--- src/rtl/act_mon_pkg.sv ---
package act_mon_pkg;
    localparam int DATA_W     = 32;
    localparam int OFS_W      = 6;     // 64-byte register block per channel
    localparam int K_W        = 3;
    localparam int RUNF_W     = 3;
    localparam int RUN_W      = RUNF_W + 1;
    localparam int STAT_W     = 4;

    // control bit positions
    localparam int B_ENABLE   = 31;
    localparam int B_HI_ARM   = 30;
    localparam int B_LO_ARM   = 29;
    localparam int B_HI_LEN   = 26;
    localparam int B_LO_LEN   = 23;
    localparam int B_AVG_HI   = 21;
    localparam int B_AVG_LO   = 20;
    localparam int B_PERIODIC = 18;
    localparam int B_K        = 10;

    // index into the 4-bit status field (register bits 31:28)
    localparam int S_HI_RUN   = 3;
    localparam int S_LO_RUN   = 2;
    localparam int S_AVG_HI   = 1;
    localparam int S_AVG_LO   = 0;

    // per-channel offsets
    localparam logic [OFS_W-1:0] O_CTRL   = 6'h00;
    localparam logic [OFS_W-1:0] O_WM_HI  = 6'h04;
    localparam logic [OFS_W-1:0] O_WM_LO  = 6'h08;
    localparam logic [OFS_W-1:0] O_SEED   = 6'h0C;
    localparam logic [OFS_W-1:0] O_AVG_HI = 6'h10;
    localparam logic [OFS_W-1:0] O_AVG_LO = 6'h14;
    localparam logic [OFS_W-1:0] O_WEIGHT = 6'h18;
    localparam logic [OFS_W-1:0] O_AVG    = 6'h20;
    localparam logic [OFS_W-1:0] O_STAT   = 6'h24;

    // global offsets
    localparam logic [OFS_W-1:0] O_GSTAT  = 6'h00;
    localparam logic [OFS_W-1:0] O_PERIOD = 6'h04;

    typedef struct packed {
        logic [DATA_W-1:0] ctrl;
        logic [DATA_W-1:0] wm_hi;
        logic [DATA_W-1:0] wm_lo;
        logic [DATA_W-1:0] seed;
        logic [DATA_W-1:0] avg_hi;
        logic [DATA_W-1:0] avg_lo;
        logic [DATA_W-1:0] weight;
        logic [DATA_W-1:0] avg;
        logic [DATA_W-1:0] acc;
        logic [STAT_W-1:0] stat;
        logic [RUN_W-1:0]  hi_run;
        logic [RUN_W-1:0]  lo_run;
    } chan_state_t;
endpackage

--- src/rtl/act_mon_period.sv ---
module act_mon_period #(
    parameter int PERIOD_W = 16
) (
    input  logic                clk,
    input  logic                rst_n,
    input  logic                period_tick,
    input  logic                wr_en,
    input  logic [PERIOD_W-1:0] wr_data,
    output logic [PERIOD_W-1:0] period_o,
    output logic [PERIOD_W-1:0] count_o,
    output logic                period_end
);
    typedef struct packed {
        logic [PERIOD_W-1:0] limit;
        logic [PERIOD_W-1:0] cnt;
    } per_state_t;

    per_state_t p_d, p_q;

    always_comb begin
        p_d        = p_q;
        period_end = period_tick && (p_q.cnt == p_q.limit);
        if (period_tick) begin
            p_d.cnt = period_end ? '0 : p_q.cnt + 1'b1;
        end
        if (wr_en) begin
            p_d.limit = wr_data;
            p_d.cnt   = '0;
        end
    end

    always_ff @(posedge clk or negedge rst_n) begin
        if (!rst_n) p_q <= '0;
        else        p_q <= p_d;
    end

    assign period_o = p_q.limit;
    assign count_o  = p_q.cnt;
endmodule

--- src/rtl/act_mon_chan.sv ---
module act_mon_chan
    import act_mon_pkg::*;
(
    input  logic              clk,
    input  logic              rst_n,
    input  logic              wr_en,
    input  logic [OFS_W-1:0]  ofs,
    input  logic [DATA_W-1:0] wr_data,
    input  logic              event_tick,
    input  logic              period_end,
    output logic [DATA_W-1:0] rd_data,
    output logic [STAT_W-1:0] stat_o,
    output logic [1:0]        arm_o,
    output logic              pend_o
);
    chan_state_t s_d, s_q;

    logic                active;
    logic [DATA_W-1:0]   sample;
    logic [DATA_W-1:0]   avg_new;
    logic signed [DATA_W:0] diff;
    logic signed [DATA_W:0] step;
    logic [K_W:0]        shamt;
    logic [RUN_W-1:0]    hi_len, lo_len, hi_next, lo_next;
    logic [STAT_W-1:0]   set_v, clr_v;

    always_comb begin
        s_d     = s_q;
        set_v   = '0;
        clr_v   = '0;
        diff    = '0;
        step    = '0;
        avg_new = s_q.avg;
        active  = s_q.ctrl[B_ENABLE];
        shamt   = {1'b0, s_q.ctrl[B_K +: K_W]} + 1'b1;
        hi_len  = {1'b0, s_q.ctrl[B_HI_LEN +: RUNF_W]} + 1'b1;
        lo_len  = {1'b0, s_q.ctrl[B_LO_LEN +: RUNF_W]} + 1'b1;
        hi_next = s_q.hi_run + 1'b1;
        lo_next = s_q.lo_run + 1'b1;
        sample  = s_q.acc + ((active && event_tick) ? s_q.weight : '0);
        s_d.acc = sample;

        if (active && period_end) begin
            s_d.acc = '0;
            if (s_q.ctrl[B_PERIODIC]) begin
                // exponential average, shift-based window
                diff      = $signed({1'b0, sample}) - $signed({1'b0, s_q.avg});
                step      = diff >>> shamt;
                avg_new   = DATA_W'($signed({1'b0, s_q.avg}) + step);
                s_d.avg   = avg_new;

                // raw watermark runs
                if (sample > s_q.wm_hi) begin
                    s_d.lo_run = '0;
                    if (hi_next >= hi_len) begin
                        s_d.hi_run = '0;
                        if (s_q.ctrl[B_HI_ARM]) begin
                            set_v[S_HI_RUN]      = 1'b1;
                            s_d.ctrl[B_HI_ARM]   = 1'b0;
                        end
                    end else begin
                        s_d.hi_run = hi_next;
                    end
                end else if (sample < s_q.wm_lo) begin
                    s_d.hi_run = '0;
                    if (lo_next >= lo_len) begin
                        s_d.lo_run = '0;
                        if (s_q.ctrl[B_LO_ARM]) begin
                            set_v[S_LO_RUN]      = 1'b1;
                            s_d.ctrl[B_LO_ARM]   = 1'b0;
                        end
                    end else begin
                        s_d.lo_run = lo_next;
                    end
                end else begin
                    s_d.hi_run = '0;
                    s_d.lo_run = '0;
                end

                // average band
                if (s_q.ctrl[B_AVG_HI] && (avg_new > s_q.avg_hi)) set_v[S_AVG_HI] = 1'b1;
                if (s_q.ctrl[B_AVG_LO] && (avg_new < s_q.avg_lo)) set_v[S_AVG_LO] = 1'b1;
            end
        end

        if (wr_en) begin
            case (ofs)
                O_CTRL:   s_d.ctrl   = wr_data;
                O_WM_HI:  s_d.wm_hi  = wr_data;
                O_WM_LO:  s_d.wm_lo  = wr_data;
                O_SEED: begin
                    s_d.seed = wr_data;
                    s_d.avg  = wr_data;
                end
                O_AVG_HI: s_d.avg_hi = wr_data;
                O_AVG_LO: s_d.avg_lo = wr_data;
                O_WEIGHT: s_d.weight = wr_data;
                O_STAT:   clr_v      = wr_data[DATA_W-1 -: STAT_W];
                default:  ;
            endcase
        end
        // a condition raised this cycle wins over a clear
        s_d.stat = (s_q.stat & ~clr_v) | set_v;
    end

    always_ff @(posedge clk or negedge rst_n) begin
        if (!rst_n) s_q <= '0;
        else        s_q <= s_d;
    end

    always_comb begin
        case (ofs)
            O_CTRL:   rd_data = s_q.ctrl;
            O_WM_HI:  rd_data = s_q.wm_hi;
            O_WM_LO:  rd_data = s_q.wm_lo;
            O_SEED:   rd_data = s_q.seed;
            O_AVG_HI: rd_data = s_q.avg_hi;
            O_AVG_LO: rd_data = s_q.avg_lo;
            O_WEIGHT: rd_data = s_q.weight;
            O_AVG:    rd_data = s_q.avg;
            O_STAT:   rd_data = {s_q.stat, {(DATA_W-STAT_W){1'b0}}};
            default:  rd_data = '0;
        endcase
    end

    assign stat_o = s_q.stat;
    assign arm_o  = {s_q.ctrl[B_HI_ARM], s_q.ctrl[B_LO_ARM]};
    assign pend_o = |s_q.stat;
endmodule

--- src/rtl/act_mon.sv ---
module act_mon
    import act_mon_pkg::*;
#(
    parameter int NCH      = 2,
    parameter int ADDR_W   = 12,
    parameter int PERIOD_W = 16,
    parameter int CH_BASE  = 'h100
) (
    input  logic              clk,
    input  logic              rst_n,
    input  logic              reg_we,
    input  logic [ADDR_W-1:0] reg_addr,
    input  logic [31:0]       reg_wdata,
    output logic [31:0]       reg_rdata,
    input  logic [NCH-1:0]    event_tick,
    input  logic              period_tick,
    output logic              irq
);
    localparam int BLK_W    = ADDR_W - OFS_W;
    localparam int BASE_BLK = CH_BASE / (1 << OFS_W);

    logic [OFS_W-1:0]               ofs;
    logic                           glb_sel;
    logic                           period_end;
    logic [PERIOD_W-1:0]            per_val, per_cnt;
    logic [NCH-1:0]                 ch_sel, ch_pend;
    logic [NCH-1:0][DATA_W-1:0]     ch_rd;
    logic [NCH-1:0][STAT_W-1:0]     ch_stat;
    logic [NCH-1:0][1:0]            ch_arm;

    assign ofs     = reg_addr[OFS_W-1:0];
    assign glb_sel = (reg_addr[ADDR_W-1:OFS_W] == '0);

    act_mon_period #(.PERIOD_W(PERIOD_W)) u_period (
        .clk         (clk),
        .rst_n       (rst_n),
        .period_tick (period_tick),
        .wr_en       (reg_we && glb_sel && (ofs == O_PERIOD)),
        .wr_data     (reg_wdata[PERIOD_W-1:0]),
        .period_o    (per_val),
        .count_o     (per_cnt),
        .period_end  (period_end)
    );

    for (genvar c = 0; c < NCH; c++) begin : g_ch
        localparam logic [BLK_W-1:0] BLK = BLK_W'(BASE_BLK + c);
        assign ch_sel[c] = (reg_addr[ADDR_W-1:OFS_W] == BLK);

        act_mon_chan u_chan (
            .clk        (clk),
            .rst_n      (rst_n),
            .wr_en      (reg_we && ch_sel[c]),
            .ofs        (ofs),
            .wr_data    (reg_wdata),
            .event_tick (event_tick[c]),
            .period_end (period_end),
            .rd_data    (ch_rd[c]),
            .stat_o     (ch_stat[c]),
            .arm_o      (ch_arm[c]),
            .pend_o     (ch_pend[c])
        );
    end

    always_comb begin
        reg_rdata = '0;
        if (glb_sel) begin
            if (ofs == O_GSTAT)       reg_rdata[NCH-1:0]      = ch_pend;
            else if (ofs == O_PERIOD) reg_rdata[PERIOD_W-1:0] = per_val;
        end
        for (int c = 0; c < NCH; c++) begin
            if (ch_sel[c]) reg_rdata = ch_rd[c];
        end
    end

    assign irq = |ch_pend;
endmodule

--- config.mk ---
export PLATFORM = sky130hd
export DESIGN_NAME = act_mon
export DESIGN_NICKNAME = d
export VERILOG_FILES = /design/src/rtl/act_mon_pkg.sv /design/src/rtl/act_mon_period.sv /design/src/rtl/act_mon_chan.sv /design/src/rtl/act_mon.sv
export SDC_FILE = /design/constraint.sdc
export NUM_CORES = 2
export LEC_CHECK = 0
export BUFFER_PORTS_ARGS = -buffer_cell sky130_fd_sc_hd__buf_2
export CAP_MARGIN = 20
export CORE_UTILIZATION = 45
export CTS_CLUSTER_DIAMETER = 100
export DETAILED_ROUTE_END_ITERATION = 6
export GPL_TIMING_DRIVEN = 0
export HOLD_SLACK_MARGIN = 0.02
export PLACE_DENSITY = 0.59
export SETUP_SLACK_MARGIN = 0.1
export SLEW_MARGIN = 20
export SYNTH_ARGS = -nofsm -noshare
export SYNTH_HDL_FRONTEND = slang
export SYNTH_SLANG_ARGS = --single-unit
--- constraint.sdc ---
create_clock -name clk -period 10.4 [get_ports clk]
set_input_delay 2.08 -clock clk [delete_from_list [all_inputs] [get_ports clk]]
set_output_delay 2.08 -clock clk [all_outputs]
set_load 0.01 [all_outputs]
# After elaboration in Yosys (flattened, before gate mapping)
# Index checks and enable logic that the tools add are counted.
# op_classes
add_sub_neg,17
reduce_logical,35
n_mux,82
eq_ne,11
n_shift,2
magnitude_cmp,12
bitwise_logic,6
# op_table
cell,count
two-way mux 32 bit,20
one-hot mux 32 bit (9 select lines),2
two-way mux 255 bit,2
adder 32 bit,4
greater-than comparator 32 bit,4
less-than comparator 32 bit,4
two-way mux 64 bit,2
two-way mux 16 bit,5
>>> shifter 33 x 4 -> 32 bit,2
subtractor 32 x 32 -> 33 bit,2
two-way mux 31 bit,2
two-way mux 4 bit,13
AND reduction 2 bit,16
two-way mux 1 bit,28
adder 3 x 1 -> 4 bit (second input constant),6
equality test 6 x 3 -> 1 bit (second input constant),3
equality test 6 x 5 -> 1 bit (second input constant),3
adder 16 x 1 -> 16 bit (second input constant),1
adder 4 x 1 -> 4 bit (second input constant),4
equality test 16 bit,1
greater-or-equal comparator 4 bit,4
two-way mux 8 bit,2
two-way mux 14 bit,1
logical AND 1 bit,13
10 further kinds,21
# totals
ff_bits,632
out_inout_bits,33
inputBits,50
elab_cells,193

# Logic depth before layout (Yosys ltp)
# logic_depth
depth_word,12
depth_mapped,49
depth_no_buf,48

# Modules after synthesis
# A second synthesis with hierarchy kept.
# unflattened
hier_cells,5410
hier_area_um2,48894.4
# by_module_without_submodules
module,area_per_inst_um2,cells_each,instances
act_mon_chan (g_ch[1].u_chan),23194.7,2588,1
act_mon_chan (g_ch[0].u_chan),23187.2,2548,1
act_mon_period,1665.3,149,1
act_mon,847.1,125,1

# Worst setup path after synthesis
# No wires, ideal clock.
# synth_timing
kind,input to register
startpoint,in event_tick[1]
endpoint,"reg g_ch[1].u_chan.s_q, in the netlist g_ch[1].u_chan.stat_o[0]"
cell_stages,47
t_arrival_ps,10608
setup_slack_ps,-286
setup_ps,77
path_cell_list,clkbuf_1 nand3_1 inv_1 ha_1 a21o_1 a21oi_1 o21bai_1 o41ai_1 o31a_1 o211ai_1 a21o_1 a21oi_1 xnor2_1 ha_1 buf_2 a21oi_1 o211ai_1 or3_1 [11 not listed] a221o_1 a21o_1 o21a_1 o21a_1 o21ai_0 nand2_1 xor2_1 ha_1 a21o_1 a21o_1 a21o_1 a21oi_1 nor2b_1 o21ai_0 nand2b_1 nor4_1 a21oi_1 a21oi_1
# synth_rtl
element,line_no,rtl
"start, declared",act_mon.sv:15,"input logic [NCH-1:0] event_tick,"
"end signal, assigned",act_mon_chan.sv:107,if (!rst_n) s_q <= '0;
"end signal, assigned",act_mon_chan.sv:108,else s_q <= s_d;
"end, declared",act_mon_chan.sv:16,"chan_state_t s_d, s_q;"

==> run summary <==
========================================================================================
Outcome                                                                     complete, but fails checks
Violated checks                                                             DRC, setup timing
Post-detailed-placement cell area                                              50500 um2
Portion of the clock cycle consumed by the worst path in the final layout           1.06
Number of vias in the routed layout                                                46826
Tightest hold margin                                                            0.475 ns
Ratio of total power to cell area                                             107 nW/um2
Type of the worst min-delay path                                            register to register
Die outline height                                                                328 um
DRT iter0 DRCs                                                                      5641
Die outline area                                                              108000 um2
Remaining antenna violation count                                                      0
NumNets Final                                                                       6416
Gpl congestion                                                                      1.00
Number of synthesis warnings                                                           0
Capturing element type of the critical path                                     register
Cts bufs inserted                                                                     77
Clock period minus worst slack                                                  10.98 ns
Hold bufs inserted after CTS                                                           0
Post-DP HPWL                                                                      163 mm
Clock slew at the register clock pins of the worst setup and hold paths          0.06 ns
Pin count of the biggest net entering global routing                                  93
Count of buffers inserted at the top-level ports                                      78
Rel. slew slack                                                                    0.118
TritonCTS clock tree                                                                done
Async S/R FF share, synth                                                           1.00
Most Frequent Cell on Critical Path                                         sky130_fd_sc_hd__a21o_1
Worst supply voltage drop on vdd                                                  119 uV
Num Clock Sinks                                                                      632
First-pass DRT Iterations                                                              7
Fraction of final layout cells with drive strength greater than 1                  0.178
RSZ-0062 raised after global routing                                                true
Path type of the worst setup path                                           input pin to register
Distinct cell type count after synthesis                                              92
Maximum achievable frequency                                                  0.0910 GHz
Area growth syn-to-layout                                                          20.4%
Crit start category                                                            input pin
Congestion Overflow GR                                                                 0
Arrival time of the worst setup path                                            11.56 ns
Final std cell area, no fill                                                   57700 um2
Post-detailed-route wirelength per cell                                          29.0 um
CP max-delay cell                                                           sky130_fd_sc_hd__or3_4
Maximum root-to-sink buffer count                                                      3
Final hold violation count                                                             0
Post-route worst setup slack                                                   -0.585 ns
FP Rows                                                                              119
Combined area of all synthesized cells                                         47900 um2
Share of Yosys cell area claimed by the top area cell type                         0.330
Global-route wire length before repair                                            303 mm
Initial antenna violation count                                                       12
CP top delay family                                                         compound AO/OA/AOI/OAI gates
Via count of the first global-routing pass                                         43582
DRC Markers                                                                           36
Worst-margin pin slew                                                            1.32 ns
Reported max-cap violation count                                                       0
Die Span X                                                                        328 um
Crit Path Max Fanout                                                                   5
Core region area                                                              105000 um2
Crit path buffers/inverters                                                            4
Detailed-route wire length                                                        213 mm
Most instantiated library cell after synthesis                              sky130_fd_sc_hd__nand2_1
P_leak                                                                           29.0 nW
Slowest cell delay on critical path                                              0.45 ns
Number of register bits inferred by synthesis                                        632
DR vias/cell                                                                        6.38
Clock network latency to the later pin of the worst-skew pair                    0.65 ns
I/O pin total                                                                         83
Number of enable flip-flop cells after synthesis                                       0
Most frequent cells after synthesis                                         sky130_fd_sc_hd__nand2_1 (702), sky130_fd_sc_hd__dfrtp_1 (632), sky130_fd_sc_hd__o21ai_0 (544), sky130_fd_sc_hd__ha_1 (469), sky130_fd_sc_hd__inv_1 (389)
Cell count after synthesis                                                          5549
Yosys top cell by area                                                      sky130_fd_sc_hd__dfrtp_1
Number of H-tree branching levels                                                      3
Final setup violation count                                                            4
Post-Syn Area per Cell                                                          8.63 um2
Commonest register cell after synthesis                                     sky130_fd_sc_hd__dfrtp_1
Post-synth net total                                                                6074
CTS root buffer                                                             sky130_fd_sc_hd__clkbuf_16
Crit path required time                                                         10.98 ns
Reg2Reg Setup Slack                                                             -0.40 ns
Register area share after synthesis                                                0.330
Final count of pins violating max slew                                                 0
Starting Density                                                                   0.454
Setup clock skew after layout                                                  0.0222 ns
Ranking of synthesized cells by area                                        sky130_fd_sc_hd__dfrtp_1 (33%), sky130_fd_sc_hd__ha_1 (12%), sky130_fd_sc_hd__o21ai_0 (5.7%), sky130_fd_sc_hd__nand2_1 (5.5%), sky130_fd_sc_hd__mux2i_1 (4.0%)
All-Layer GR Usage                                                                 0.385
========================================================================================
stage by stage:
step / util / worst slack, ns / TNS (ns) / total power, mW / std cells
floorplan: - / 0.113 / 0 / 2.89 / 5549
global placement: 0.475 / -6.90 / -4387.82 / 3.19 / 7018
detailed placement: 0.479 / -4.46 / -68.94 / 3.20 / 7034
CTS: 0.532 / -0.302 / -0.772 / 6.08 / 7271
global route: 0.547 / -0.939 / -2.46 / 6.29 / 7338
finish: 0.547 / -0.585 / -1.34 / 6.17 / 7341
worst reg2reg max path: cells and delay by family, from the launching register on:
| family | cells | cell delay, ns |
|---|---|---|
| AO/OA/AOI/OAI | 22 | 4.01 |
| XOR/XNOR | 3 | 0.68 |
| adder cells (fa/ha/maj) | 5 | 1.41 |
| buffers and inverters | 4 | 1.25 |
| flip-flops | 1 | 0.35 |
| multiplexers | 4 | 0.90 |
| AND/OR/NAND/NOR | 12 | 2.11 |
flip-flops by register name (all words and copies together) (netlist names):
| register | cells |
|---|---|
| g_ch.u_chan.active | 2 |
| g_ch.u_chan.arm_o | 4 |
| g_ch.u_chan.stat_o | 8 |
| g_ch.u_chan.s_q | 586 |
| u_period.count_o | 16 |
| u_period.period_o | 16 |
final cells by class:
class,count,area (um2)
antenna,3,7.51
multi-input combinational,4236,32700
tap,1391,1740
clock buffer,113,2270
buffer,285,1220
timing repair buffer,270,2110
clock inverter,22,318
fill,9827,47700
sequential,632,15800
inverter,389,1460
cell families after synthesis:
family	count (synthesis)	share of synthesized area
AND/OR/NAND/NOR	1552	0.150
multiplexers	380	0.0905
flip-flops	632	0.330
XOR/XNOR	206	0.0378
adder cells (fa/ha/maj)	475	0.125
AO/OA/AOI/OAI	1623	0.213
buffers and inverters	681	0.0535
path summary, 6_finish.rpt:
kind / startpoint / end / depth (start not counted)
setup / recovery: event_tick[1] / g_ch[1].u_chan.stat_o[0] / 48
hold / removal: g_ch[0].u_chan.s_q[201] / g_ch[0].u_chan.s_q[201] / 2
setup reg to reg: g_ch[1].u_chan.active / g_ch[1].u_chan.stat_o[0] / 50
hold reg to reg: g_ch[0].u_chan.s_q[201] / g_ch[0].u_chan.s_q[201] / 2
max in group asynchronous: rst_n / g_ch[0].u_chan.s_q[104] / 4
min in group asynchronous: rst_n / g_ch[1].u_chan.s_q[17] / 1
power breakdown:
part	internal, mW	total (mW)	switching [mW]
logic	0.278	0.802	0.524
clock network	1.69	2.86	1.17
registers	2.48	2.50	0.0240
total	4.45	6.17	1.72
routing by layer:
metal  track usage  vias to the layer above  part of all wire
li1              -                    20535                 -
met1         0.558                    23156              0.44
met2         0.536                     2668              0.40
met3         0.124                      457              0.12
met4         0.123                       10             0.036
met5             0                        -           0.00032
repair_timing:
item                                    in CTS  in global routing
endpoints found under the setup margin      46                  8
endpoints found under the hold margin        0                  0
setup buffers                              105                 67
gates cloned                                 1                  1
resized for setup                          395                212
pin swaps                                  150                158
cells in the final DEF, fill, tap and decap left out, types with 75 or more instances in the layout:
| master | netlist | routed |
|---|---|---|
| sky130_fd_sc_hd__a21o_1 | 169 | 167 |
| sky130_fd_sc_hd__a21oi_1 | 350 | 278 |
| sky130_fd_sc_hd__a22oi_1 | 81 | 79 |
| sky130_fd_sc_hd__and3_1 | 96 | 82 |
| sky130_fd_sc_hd__buf_2 | 5 | 85 |
| sky130_fd_sc_hd__buf_4 | 0 | 166 |
| sky130_fd_sc_hd__clkbuf_1 | 260 | 249 |
| sky130_fd_sc_hd__clkbuf_16 | 0 | 83 |
| sky130_fd_sc_hd__dfrtp_1 | 632 | 632 |
| sky130_fd_sc_hd__ha_1 | 469 | 407 |
| sky130_fd_sc_hd__inv_1 | 389 | 387 |
| sky130_fd_sc_hd__mux2_2 | 160 | 157 |
| sky130_fd_sc_hd__mux2i_1 | 193 | 181 |
| sky130_fd_sc_hd__nand2_1 | 702 | 692 |
| sky130_fd_sc_hd__nand3_1 | 86 | 79 |
| sky130_fd_sc_hd__nor2_1 | 270 | 247 |
| sky130_fd_sc_hd__nor2b_1 | 83 | 76 |
| sky130_fd_sc_hd__o21ai_0 | 544 | 504 |
| sky130_fd_sc_hd__xnor2_1 | 125 | 75 |
Note: power is estimated with default switching activity, not from simulation.
